[src/rtl/bbs_pkg.sv]
// Shared types for the parallel byte bus slave.
// Assumes: all users are clocked by the same system clock.
package bbs_pkg;
    // Synchronised strobe level plus single-cycle edge pulses.
    typedef struct packed {
        logic level;  // strobe level after the synchroniser
        logic rise;   // low-to-high transition seen this cycle
        logic fall;   // high-to-low transition seen this cycle
    } strobe_ev_t;
endpackage

[src/rtl/bbs_strobe_sync.sv]
// Brings an asynchronous strobe into the clock domain and reports its edges.
// Assumes: the strobe stays at one level for longer than STAGES+1 clocks.
// IDLE_LVL is the level the strobe holds while no access is in progress.
module bbs_strobe_sync
    import bbs_pkg::*;
#(
    parameter int    STAGES   = 2,
    parameter logic  IDLE_LVL = 1'b1
) (
    input  logic       clk,
    input  logic       rst_n,
    input  logic       strobe_in,
    output strobe_ev_t ev
);
    logic [STAGES-1:0] chain;
    logic              prev;

    // Synchroniser chain plus one flop that keeps the previous synced level.
    always_ff @(posedge clk) begin
        if (!rst_n) begin
            chain <= {STAGES{IDLE_LVL}};
            prev  <= IDLE_LVL;
        end else begin
            chain <= {chain[STAGES-2:0], strobe_in};
            prev  <= chain[STAGES-1];
        end
    end

    // Edge pulses, found by comparing the synced level with the previous one.
    always_comb begin
        ev.level = chain[STAGES-1];
        ev.rise  = ~prev & chain[STAGES-1];
        ev.fall  = prev & ~chain[STAGES-1];
    end
endmodule

[src/rtl/bbs_recovery_hold.sv]
// Holds a flag inactive while an access is in progress and for HOLD_CYC
// clocks after the access ends. Assumes: done is a one-cycle pulse.
module bbs_recovery_hold #(
    parameter int HOLD_CYC = 4,
    localparam int CW      = $clog2(HOLD_CYC + 1)
) (
    input  logic clk,
    input  logic rst_n,
    input  logic busy,
    input  logic done,
    output logic hold
);
    logic [CW-1:0] cnt;

    // Reload on the end-of-access pulse, then count down to zero.
    always_ff @(posedge clk) begin
        if (!rst_n)              cnt <= '0;
        else if (done)           cnt <= CW'(HOLD_CYC);
        else if (cnt != '0)      cnt <= cnt - 1'b1;
    end

    // The flag is blocked during the access, on the end pulse, and while counting.
    assign hold = busy | done | (cnt != '0);

    p_hold_after_done_r8: assert property (@(posedge clk) disable iff (!rst_n)
        done |=> hold);
    p_cnt_bound_r8: assert property (@(posedge clk) disable iff (!rst_n)
        cnt <= CW'(HOLD_CYC));
endmodule

[src/rtl/bbs_fifo.sv]
// Small synchronous FIFO. A push while full and a pop while empty are ignored.
// Assumes: DEPTH is a power of two.
module bbs_fifo #(
    parameter int DW    = 8,
    parameter int DEPTH = 4,
    localparam int AW   = $clog2(DEPTH)
) (
    input  logic          clk,
    input  logic          rst_n,
    input  logic          push,
    input  logic [DW-1:0] push_data,
    input  logic          pop,
    output logic [DW-1:0] head,
    output logic          full,
    output logic          empty
);
    logic [DW-1:0] mem [DEPTH];
    logic [AW-1:0] wptr, rptr;
    logic [AW:0]   count;
    logic          do_push, do_pop;

    assign do_push = push & ~full;
    assign do_pop  = pop & ~empty;
    assign full    = (count == (AW+1)'(DEPTH));
    assign empty   = (count == '0);
    assign head    = mem[rptr];

    // Pointer and occupancy bookkeeping.
    always_ff @(posedge clk) begin
        if (!rst_n) begin
            wptr  <= '0;
            rptr  <= '0;
            count <= '0;
        end else begin
            if (do_push) wptr <= wptr + 1'b1;
            if (do_pop)  rptr <= rptr + 1'b1;
            count <= count + (AW+1)'(do_push) - (AW+1)'(do_pop);
        end
    end

    // Storage array; holds no reset so it can map to plain registers.
    always_ff @(posedge clk) begin
        if (do_push) mem[wptr] <= push_data;
    end

    p_no_overflow_r7: assert property (@(posedge clk) disable iff (!rst_n)
        (push && full && !pop) |=> full && $stable(wptr));
    p_no_underflow_r4: assert property (@(posedge clk) disable iff (!rst_n)
        (pop && empty && !push) |=> empty && $stable(rptr));
    p_count_bound_r5: assert property (@(posedge clk) disable iff (!rst_n)
        count <= (AW+1)'(DEPTH));
endmodule

[src/rtl/byte_bus_slave.sv]
// Asynchronous parallel byte bus slave. Strobe edges are synchronised and
// trigger FIFO transfers. The bus is driven only during a read, and each flag
// is held inactive for HOLD_CYC clocks after an access.
// Assumes: strobe pulses last longer than SYNC_STAGES+1 clocks, and write data
// is held from before the write strobe falls until after the edge is sampled.
module byte_bus_slave
    import bbs_pkg::*;
#(
    parameter int DATA_W      = 8,
    parameter int FIFO_DEPTH  = 4,
    parameter int HOLD_CYC    = 4,
    parameter int SYNC_STAGES = 2
) (
    input  logic              clk,
    input  logic              rst_n,
    input  logic [DATA_W-1:0] bus_in,
    output logic [DATA_W-1:0] bus_out,
    output logic              bus_oe,
    input  logic              rd_n,
    input  logic              wr,
    output logic              avail_n,
    output logic              space_n,
    input  logic [DATA_W-1:0] d2h_data,
    input  logic              d2h_valid,
    output logic              d2h_ready,
    output logic [DATA_W-1:0] h2d_data,
    output logic              h2d_valid,
    input  logic              h2d_ready
);
    strobe_ev_t        rd_ev, wr_ev;
    logic [DATA_W-1:0] wdata_pipe [SYNC_STAGES];
    logic [DATA_W-1:0] d2h_head;
    logic              d2h_full, d2h_empty, h2d_full, h2d_empty;
    logic              rd_hold, wr_hold;
    logic [DATA_W-1:0] out_q;
    logic              oe_q;

    bbs_strobe_sync #(.STAGES(SYNC_STAGES), .IDLE_LVL(1'b1)) u_rd_sync (
        .clk(clk), .rst_n(rst_n), .strobe_in(rd_n), .ev(rd_ev));
    bbs_strobe_sync #(.STAGES(SYNC_STAGES), .IDLE_LVL(1'b0)) u_wr_sync (
        .clk(clk), .rst_n(rst_n), .strobe_in(wr), .ev(wr_ev));

    // Delay the bus value as much as the write strobe, so both line up.
    generate
        for (genvar s = 0; s < SYNC_STAGES; s++) begin : g_wdata
            always_ff @(posedge clk) begin
                if (!rst_n)      wdata_pipe[s] <= '0;
                else if (s == 0) wdata_pipe[s] <= bus_in;
                else             wdata_pipe[s] <= wdata_pipe[(s == 0) ? 0 : s-1];
            end
        end
    endgenerate

    bbs_fifo #(.DW(DATA_W), .DEPTH(FIFO_DEPTH)) u_d2h (
        .clk(clk), .rst_n(rst_n),
        .push(d2h_valid), .push_data(d2h_data),
        .pop(rd_ev.fall), .head(d2h_head),
        .full(d2h_full), .empty(d2h_empty));

    bbs_fifo #(.DW(DATA_W), .DEPTH(FIFO_DEPTH)) u_h2d (
        .clk(clk), .rst_n(rst_n),
        .push(wr_ev.fall), .push_data(wdata_pipe[SYNC_STAGES-1]),
        .pop(h2d_ready), .head(h2d_data),
        .full(h2d_full), .empty(h2d_empty));

    // Read side: capture the popped byte and drive the bus while the strobe is low.
    always_ff @(posedge clk) begin
        if (!rst_n) begin
            out_q <= '0;
            oe_q  <= 1'b0;
        end else begin
            if (rd_ev.fall && !d2h_empty) out_q <= d2h_head;
            oe_q <= ~rd_ev.level;
        end
    end

    bbs_recovery_hold #(.HOLD_CYC(HOLD_CYC)) u_rd_hold (
        .clk(clk), .rst_n(rst_n),
        .busy(~rd_ev.level), .done(rd_ev.rise), .hold(rd_hold));
    bbs_recovery_hold #(.HOLD_CYC(HOLD_CYC)) u_wr_hold (
        .clk(clk), .rst_n(rst_n),
        .busy(wr_ev.level), .done(wr_ev.fall), .hold(wr_hold));

    assign bus_out   = out_q;
    assign bus_oe    = oe_q;
    assign avail_n   = d2h_empty | rd_hold;
    assign space_n   = h2d_full | wr_hold;
    assign d2h_ready = ~d2h_full;
    assign h2d_valid = ~h2d_empty;

    p_bus_quiet_flag_r3: assert property (@(posedge clk) disable iff (!rst_n)
        bus_oe |-> avail_n);
    p_read_end_hold_r8: assert property (@(posedge clk) disable iff (!rst_n)
        $fell(bus_oe) |-> avail_n);
    p_write_edge_hold_r8: assert property (@(posedge clk) disable iff (!rst_n)
        wr_ev.fall |=> space_n);
endmodule

[config.mk]
export PLATFORM = sky130hd
export DESIGN_NAME = byte_bus_slave
export DESIGN_NICKNAME = d
export VERILOG_FILES = /design/src/rtl/bbs_pkg.sv /design/src/rtl/bbs_strobe_sync.sv /design/src/rtl/bbs_recovery_hold.sv /design/src/rtl/bbs_fifo.sv /design/src/rtl/byte_bus_slave.sv
export SDC_FILE = /design/constraint.sdc
export NUM_CORES = 1
export LEC_CHECK = 0
export BUFFER_PORTS_ARGS = -buffer_cell sky130_fd_sc_hd__buf_2
export CAP_MARGIN = 5
export CORE_UTILIZATION = 58
export DETAILED_ROUTE_END_ITERATION = 6
export PLACE_DENSITY = 0.76
export SLEW_MARGIN = 20
export SYNTH_ARGS = -nofsm -noshare
export SYNTH_HDL_FRONTEND = slang
export SYNTH_SLANG_ARGS = --single-unit
[constraint.sdc]
create_clock -name clk -period 2.7 [get_ports clk]
set_input_delay 0.675 -clock clk [delete_from_list [all_inputs] [get_ports clk]]
set_output_delay 0.675 -clock clk [all_outputs]
set_load 0.02 [all_outputs]
# After elaboration in Yosys (flattened, before gate mapping)
# Memory sizes are Yosys's and may differ from the RTL's. A register that Yosys moved wholly into a read port is not among the register bits.
# Index checks and enable logic that the tools add are counted.
[op_classes]
n_eq_ne = 2
n_bitwise = 23
add_sub_neg = 10
reduce_logical = 11
n_mux = 14
[op_table]
columns = ["op", "n"]
rows = [
  ["two-way mux 8 bit", 2],
  ["two-way mux 3 bit", 4],
  ["adder 2 x 1 -> 2 bit (second input constant)", 4],
  ["NOT 1 bit", 8],
  ["bitwise OR 1 bit", 8],
  ["bitwise AND 1 bit", 7],
  ["adder 3 x 1 -> 3 bit", 2],
  ["== test 3 bit (second input constant)", 2],
  ["logical NOT 3 bit", 2],
  ["two-way mux 1 bit", 6],
  ["nonzero test 3 bit", 2],
  ["subtractor 3 x 1 -> 3 bit", 2],
  ["subtractor 3 x 1 -> 3 bit (second input constant)", 2],
  ["two-way mux 2 bit", 2],
  ["nonzero test 2 bit", 2],
  ["OR reduction 2 bit", 2],
  ["logical NOT 1 bit", 2],
  ["logical AND 1 bit", 1],
]
[totals]
input_bits = 22
elab_cells = 78
memories = 3
ramBits = 80
register_bits = 27
out_inout_bits = 21
[mem_list]
columns = ["memory", "depth", "word_bits", "read_ports", "rd_ports_with_merged_regs", "write_ports", "line", "text"]
rows = [
  ["u_d2h.mem", 4, 8, 1, 1, 1, "bbs_fifo.sv:17", "logic [DW-1:0] mem [DEPTH];"],
  ["u_h2d.mem", 4, 8, 1, 1, 1, "bbs_fifo.sv:17", ""],
  ["wdata_pipe", 2, 8, 2, 0, 2, "byte_bus_slave.sv:31", "logic [DATA_W-1:0] wdata_pipe [SYNC_STAGES];"],
]

# Depth between registers and ports, before layout
[logic_depth]
ltp_word = 5
ltp_mapped = 10
ltp_nobuf = 10

# Cells and area by module
# A second synthesis with hierarchy kept.
[hier_totals]
hier_cells = 318
hier_area_um2 = 4654.5
[modules_own_cells]
columns = ["module", "n_inst", "seq_area_each_um2", "cells_per_inst", "area_each_um2"]
rows = [
  ["bbs_fifo", 2, 1141.1, 93, 1641.6],
  ["byte_bus_slave", 1, 500.5, 76, 808.3],
  ["bbs_recovery_hold", 2, 60.1, 19, 182.7],
  ["bbs_strobe_sync", 2, 60.1, 9, 98.8],
]

# Least setup slack after synthesis
# OpenSTA, ideal clock, no wires.
[synth_path]
kind = "reg2reg"
start = "reg u_rd_sync.chain[1]"
end = "reg u_d2h.count[2]"
setup_ps = 78
period_less_slack_ps = 2199
arrival_ps = 2121
stages_incl_launch_ff = 11
n_path_buf = 0
required_ps = 2622
slack_ps = 501
path_cell_list = "dfxtp_1 -> nand2b_1 -> nor2_1 -> ha_1 -> inv_1 -> ha_1 -> inv_1 -> fa_1 -> xor2_1 -> and2_1 -> nor3_1"
[synth_between]
elab_chain_len = 4
[synth_rtl]
columns = ["element", "line", "text"]
rows = [
  ["from (decl)", "bbs_strobe_sync.sv:15", "logic [STAGES-1:0] chain;"],
  ["from (signal assigned)", "bbs_strobe_sync.sv:21", "chain <= {STAGES{IDLE_LVL}};"],
  ["from (signal assigned)", "bbs_strobe_sync.sv:24", "chain <= {chain[STAGES-2:0], strobe_in};"],
  ["NOT 1 bit", "bbs_strobe_sync.sv:33", "ev.fall = prev & ~chain[STAGES-1];"],
  ["bitwise AND 1 bit", "bbs_strobe_sync.sv:33", ""],
  ["bitwise AND 1 bit", "bbs_fifo.sv:23", "assign do_pop = pop & ~empty;"],
  ["via u_d2h.do_pop", "bbs_fifo.sv:20", "logic do_push, do_pop;"],
  ["subtractor 3 x 1 -> 3 bit", "bbs_fifo.sv:37", "count <= count + (AW+1)'(do_push) - (AW+1)'(do_pop);"],
  ["to (signal assigned)", "bbs_fifo.sv:37", ""],
  ["to (decl)", "bbs_fifo.sv:19", "logic [AW:0] count;"],
]
# The timed path passes the listed nets, and every way through them passes these cells.
# A chain may end at the register's enable or synchronous reset.

==> results_dict.tcl <==
set metrics [dict create \
    outcome "complete, no violations" \
    setup_viol 0 \
    skew_ns 0.00531 \
    min_path_cells 2 \
    yosysSeqAreaShare_pct 66.8 \
    place_ws_ns 0.419 \
    layout_setup_ws_ns 0.130 \
    synth_nets 343 \
    slowest_stage "mux4_2" \
    place_hpwl_mm 4.72 \
    crit_arrival_ns 1.90 \
    antenna_cells 0 \
    crit_type "flip-flop to output pin" \
    io_buffers 42 \
    grt_overflow 0 \
    synth_edf_count 64 \
    start_kind "flip-flop" \
    final_common_cell "edfxtp_1" \
    insertion_delay_ns 0.51 \
    place_area_sq_um 4780 \
    power-per-cell-area_nw_per_um2 1010 \
    viasPerCell 5.28 \
    avgRoutedWirePerCell_um 15.8 \
    drive_gt1_share_pct 24.7 \
    cp_slowest_stage_delay_ns 0.51 \
    max_cap_violations 0 \
    drtAntennaViolNets 0 \
    hp-start "rd_n" \
    max_freq_ghz 0.389 \
    rows 31 \
    dieHeight_um 89.8 \
    antenna_found_initial 0 \
    cp.required_ns 2.03 \
    gp_congestion 0.741 \
    cts_tree "built" \
    endpoint_kind "output pin" \
    synth-seq-cells 117 \
    period_share_pct 95.2 \
    cts_hold_buffers 0 \
    wl_mm 7.39 \
    finalCriticalPeriod_ns 2.57 \
    grt_max_degree 36 \
    first_global_vias 2555 \
    dieArea_sq_um 8060 \
    syn_area_sq_um 4470 \
    postCtsSetupRepairBufs 0 \
    drcViolationCount 0 \
    vias 2472 \
    drv_slew 0 \
    final_util_pct 73.7 \
    start_util_pct 60.9 \
    async_reset_ff_share_pct 0 \
    synthCells 301 \
    ys_types 36 \
    core-area_sq_um 7330 \
    regToRegStartpoint "u_d2h.count[1]" \
    clkTransAtPathRegs_ns 0.06 \
    grt_use_total_pct 20.6 \
    crit_family "multiplexers" \
    avgSynthCellArea_sq_um 14.8 \
    syn_to_final_growth_pct 20.9 \
    setup_tns_ns 0 \
    peakVddDrop_mv 0.623 \
    rsz0062_at_grt "false" \
    path_cells "buf_4 -> mux4_2 -> buf_2" \
    cts.sinks 117 \
    hold_class "primary input to flip-flop" \
    p_leak_nw 2.12 \
    hold_viol_final 0 \
    hold_end "u_rd_sync.chain[0]" \
    maxSlewHeadroom_pct 62.2 \
    cts-htree-levels 4 \
    timing.rr.end "u_d2h.count[2]" \
    cp_max_fo 5 \
    final_cell_mix "64 x edfxtp_1, 53 x dfxtp_1, 42 x buf_2" \
    cts_root_buf "clkbuf_8" \
    fin_worst_hold_slack_ns 0.357 \
    worst_r2r_path_depth 10 \
    critPathBufInv 2 \
    die_w_um 89.8 \
    synth_top_area_cell "edfxtp_1" \
    netlist_top_cells_area "edfxtp_1 43%, dfxtp_1 24%, ha_1 5.0%, mux4_1 4.7%, mux4_2 4.0%" \
    drt_iter0_drc 105 \
    cts_made_buffers 17 \
    final_nets 398 \
    ys_warn_count 0 \
    grt_pass1_wl_mm 12.2 \
    reg2reg_slack_ns 0.42 \
    fin_area_sq_um 5400 \
    worst_pin_slew_ns 0.564 \
    first_pass_iters 6 \
    cts_resized 0 \
    clockBufferDepth 2 \
    synthDominantCellAreaShare_pct 43.0 \
    ios 43 \
    synth_ff_type "edfxtp_1" \
]
==> cell type report <==
cell class,count,area [sq um]
clock buffers,17,414
inverters,24,90.1
flip-flops and latches,117,2980
multi-input cells,150,1350
fillers,445,1930
well taps,99,124
clock inverters,15,204
repair buffers,46,240
==> how the worst max path moves through the flow <==
stage                        from        endpoint  cells past startpoint  slack, ns
2_1_floorplan  u_rd_sync.chain[1]  u_d2h.count[2]                     10       0.50
6_report                flip-flop     h2d_data[2]                      3       0.13
5_1_grt                 flip-flop     h2d_data[2]                      3      0.002
3_5_place_dp       u_d2h.count[1]  u_d2h.count[2]                     10       0.42
3_3_place_gp       u_d2h.count[1]  u_d2h.count[2]                     10       0.53
4_1_cts                 flip-flop     h2d_data[2]                      3       0.08
==> report_power, final <==
part | internal, mW | total, mW | switching, mW
combinational | 0.435 | 0.967 | 0.533
clock | 1.50 | 2.29 | 0.788
sequential | 2.05 | 2.18 | 0.132
total | 3.99 | 5.44 | 1.45
==> cell usage after synthesis, types with 3 or more instances <==
cell type   n
nand3_1     5
xor2_1      4
o21ai_0     5
nand2_1    10
edfxtp_1   64
nand2b_1    6
a21oi_1    10
nor2_1     16
mux4_2      8
clkbuf_1    6
mux4_1      8
ha_1       18
and3_1      8
xnor2_1     3
inv_1      23
o2bb2ai_1   8
dfxtp_1    53
and2_1     23
==> layer usage <==
layer / wire length [um] / up-vias / track usage, %
met5: 0 / - / 0
met3: 291 / 8 / 7.36
met1: 3060 / 1197 / 22.6
li1: - / 1206 / -
met4: 97 / 0 / 9.29
met2: 3950 / 61 / 36.0
==> state kept, by name (all words and copies together) (netlist names), named ones only <==
register and count:
u_wr_sync.prev 1, u_rd_sync.prev 1, u_h2d.count 3, bus_oe 1
u_d2h.wptr 2, u_d2h.count 3, u_rd_sync.chain 2, u_h2d.wptr 2
wdata_pipe 16, bus_out 8, u_d2h.mem 32, u_h2d.mem 32
u_h2d.rptr 2, u_rd_hold.cnt 3, u_d2h.rptr 2, u_wr_sync.chain 2
u_wr_hold.cnt 3
==> kinds of logic (layout without fill, tap and decap cells) <==
kind of cell / Yosys count / in the layout / synth area share (%)
flops: 117 / 117 / 66.8
simple gates: 79 / 79 / 9.83
buf+inv: 34 / 102 / 3.08
compound gates: 26 / 26 / 3.81
fa+ha+maj: 20 / 20 / 5.94
mux: 18 / 18 / 9.19
xor+xnor: 7 / 7 / 1.37
==> stage by stage <==
step,cells,total power [mW]
3_3_place_gp,436,3.14
6_report,468,5.44
4_1_cts,468,5.49
3_5_place_dp,436,3.19
5_1_grt,468,5.71
2_1_floorplan,301,2.92
No activity file was read; power rests on OpenSTA's default activity.
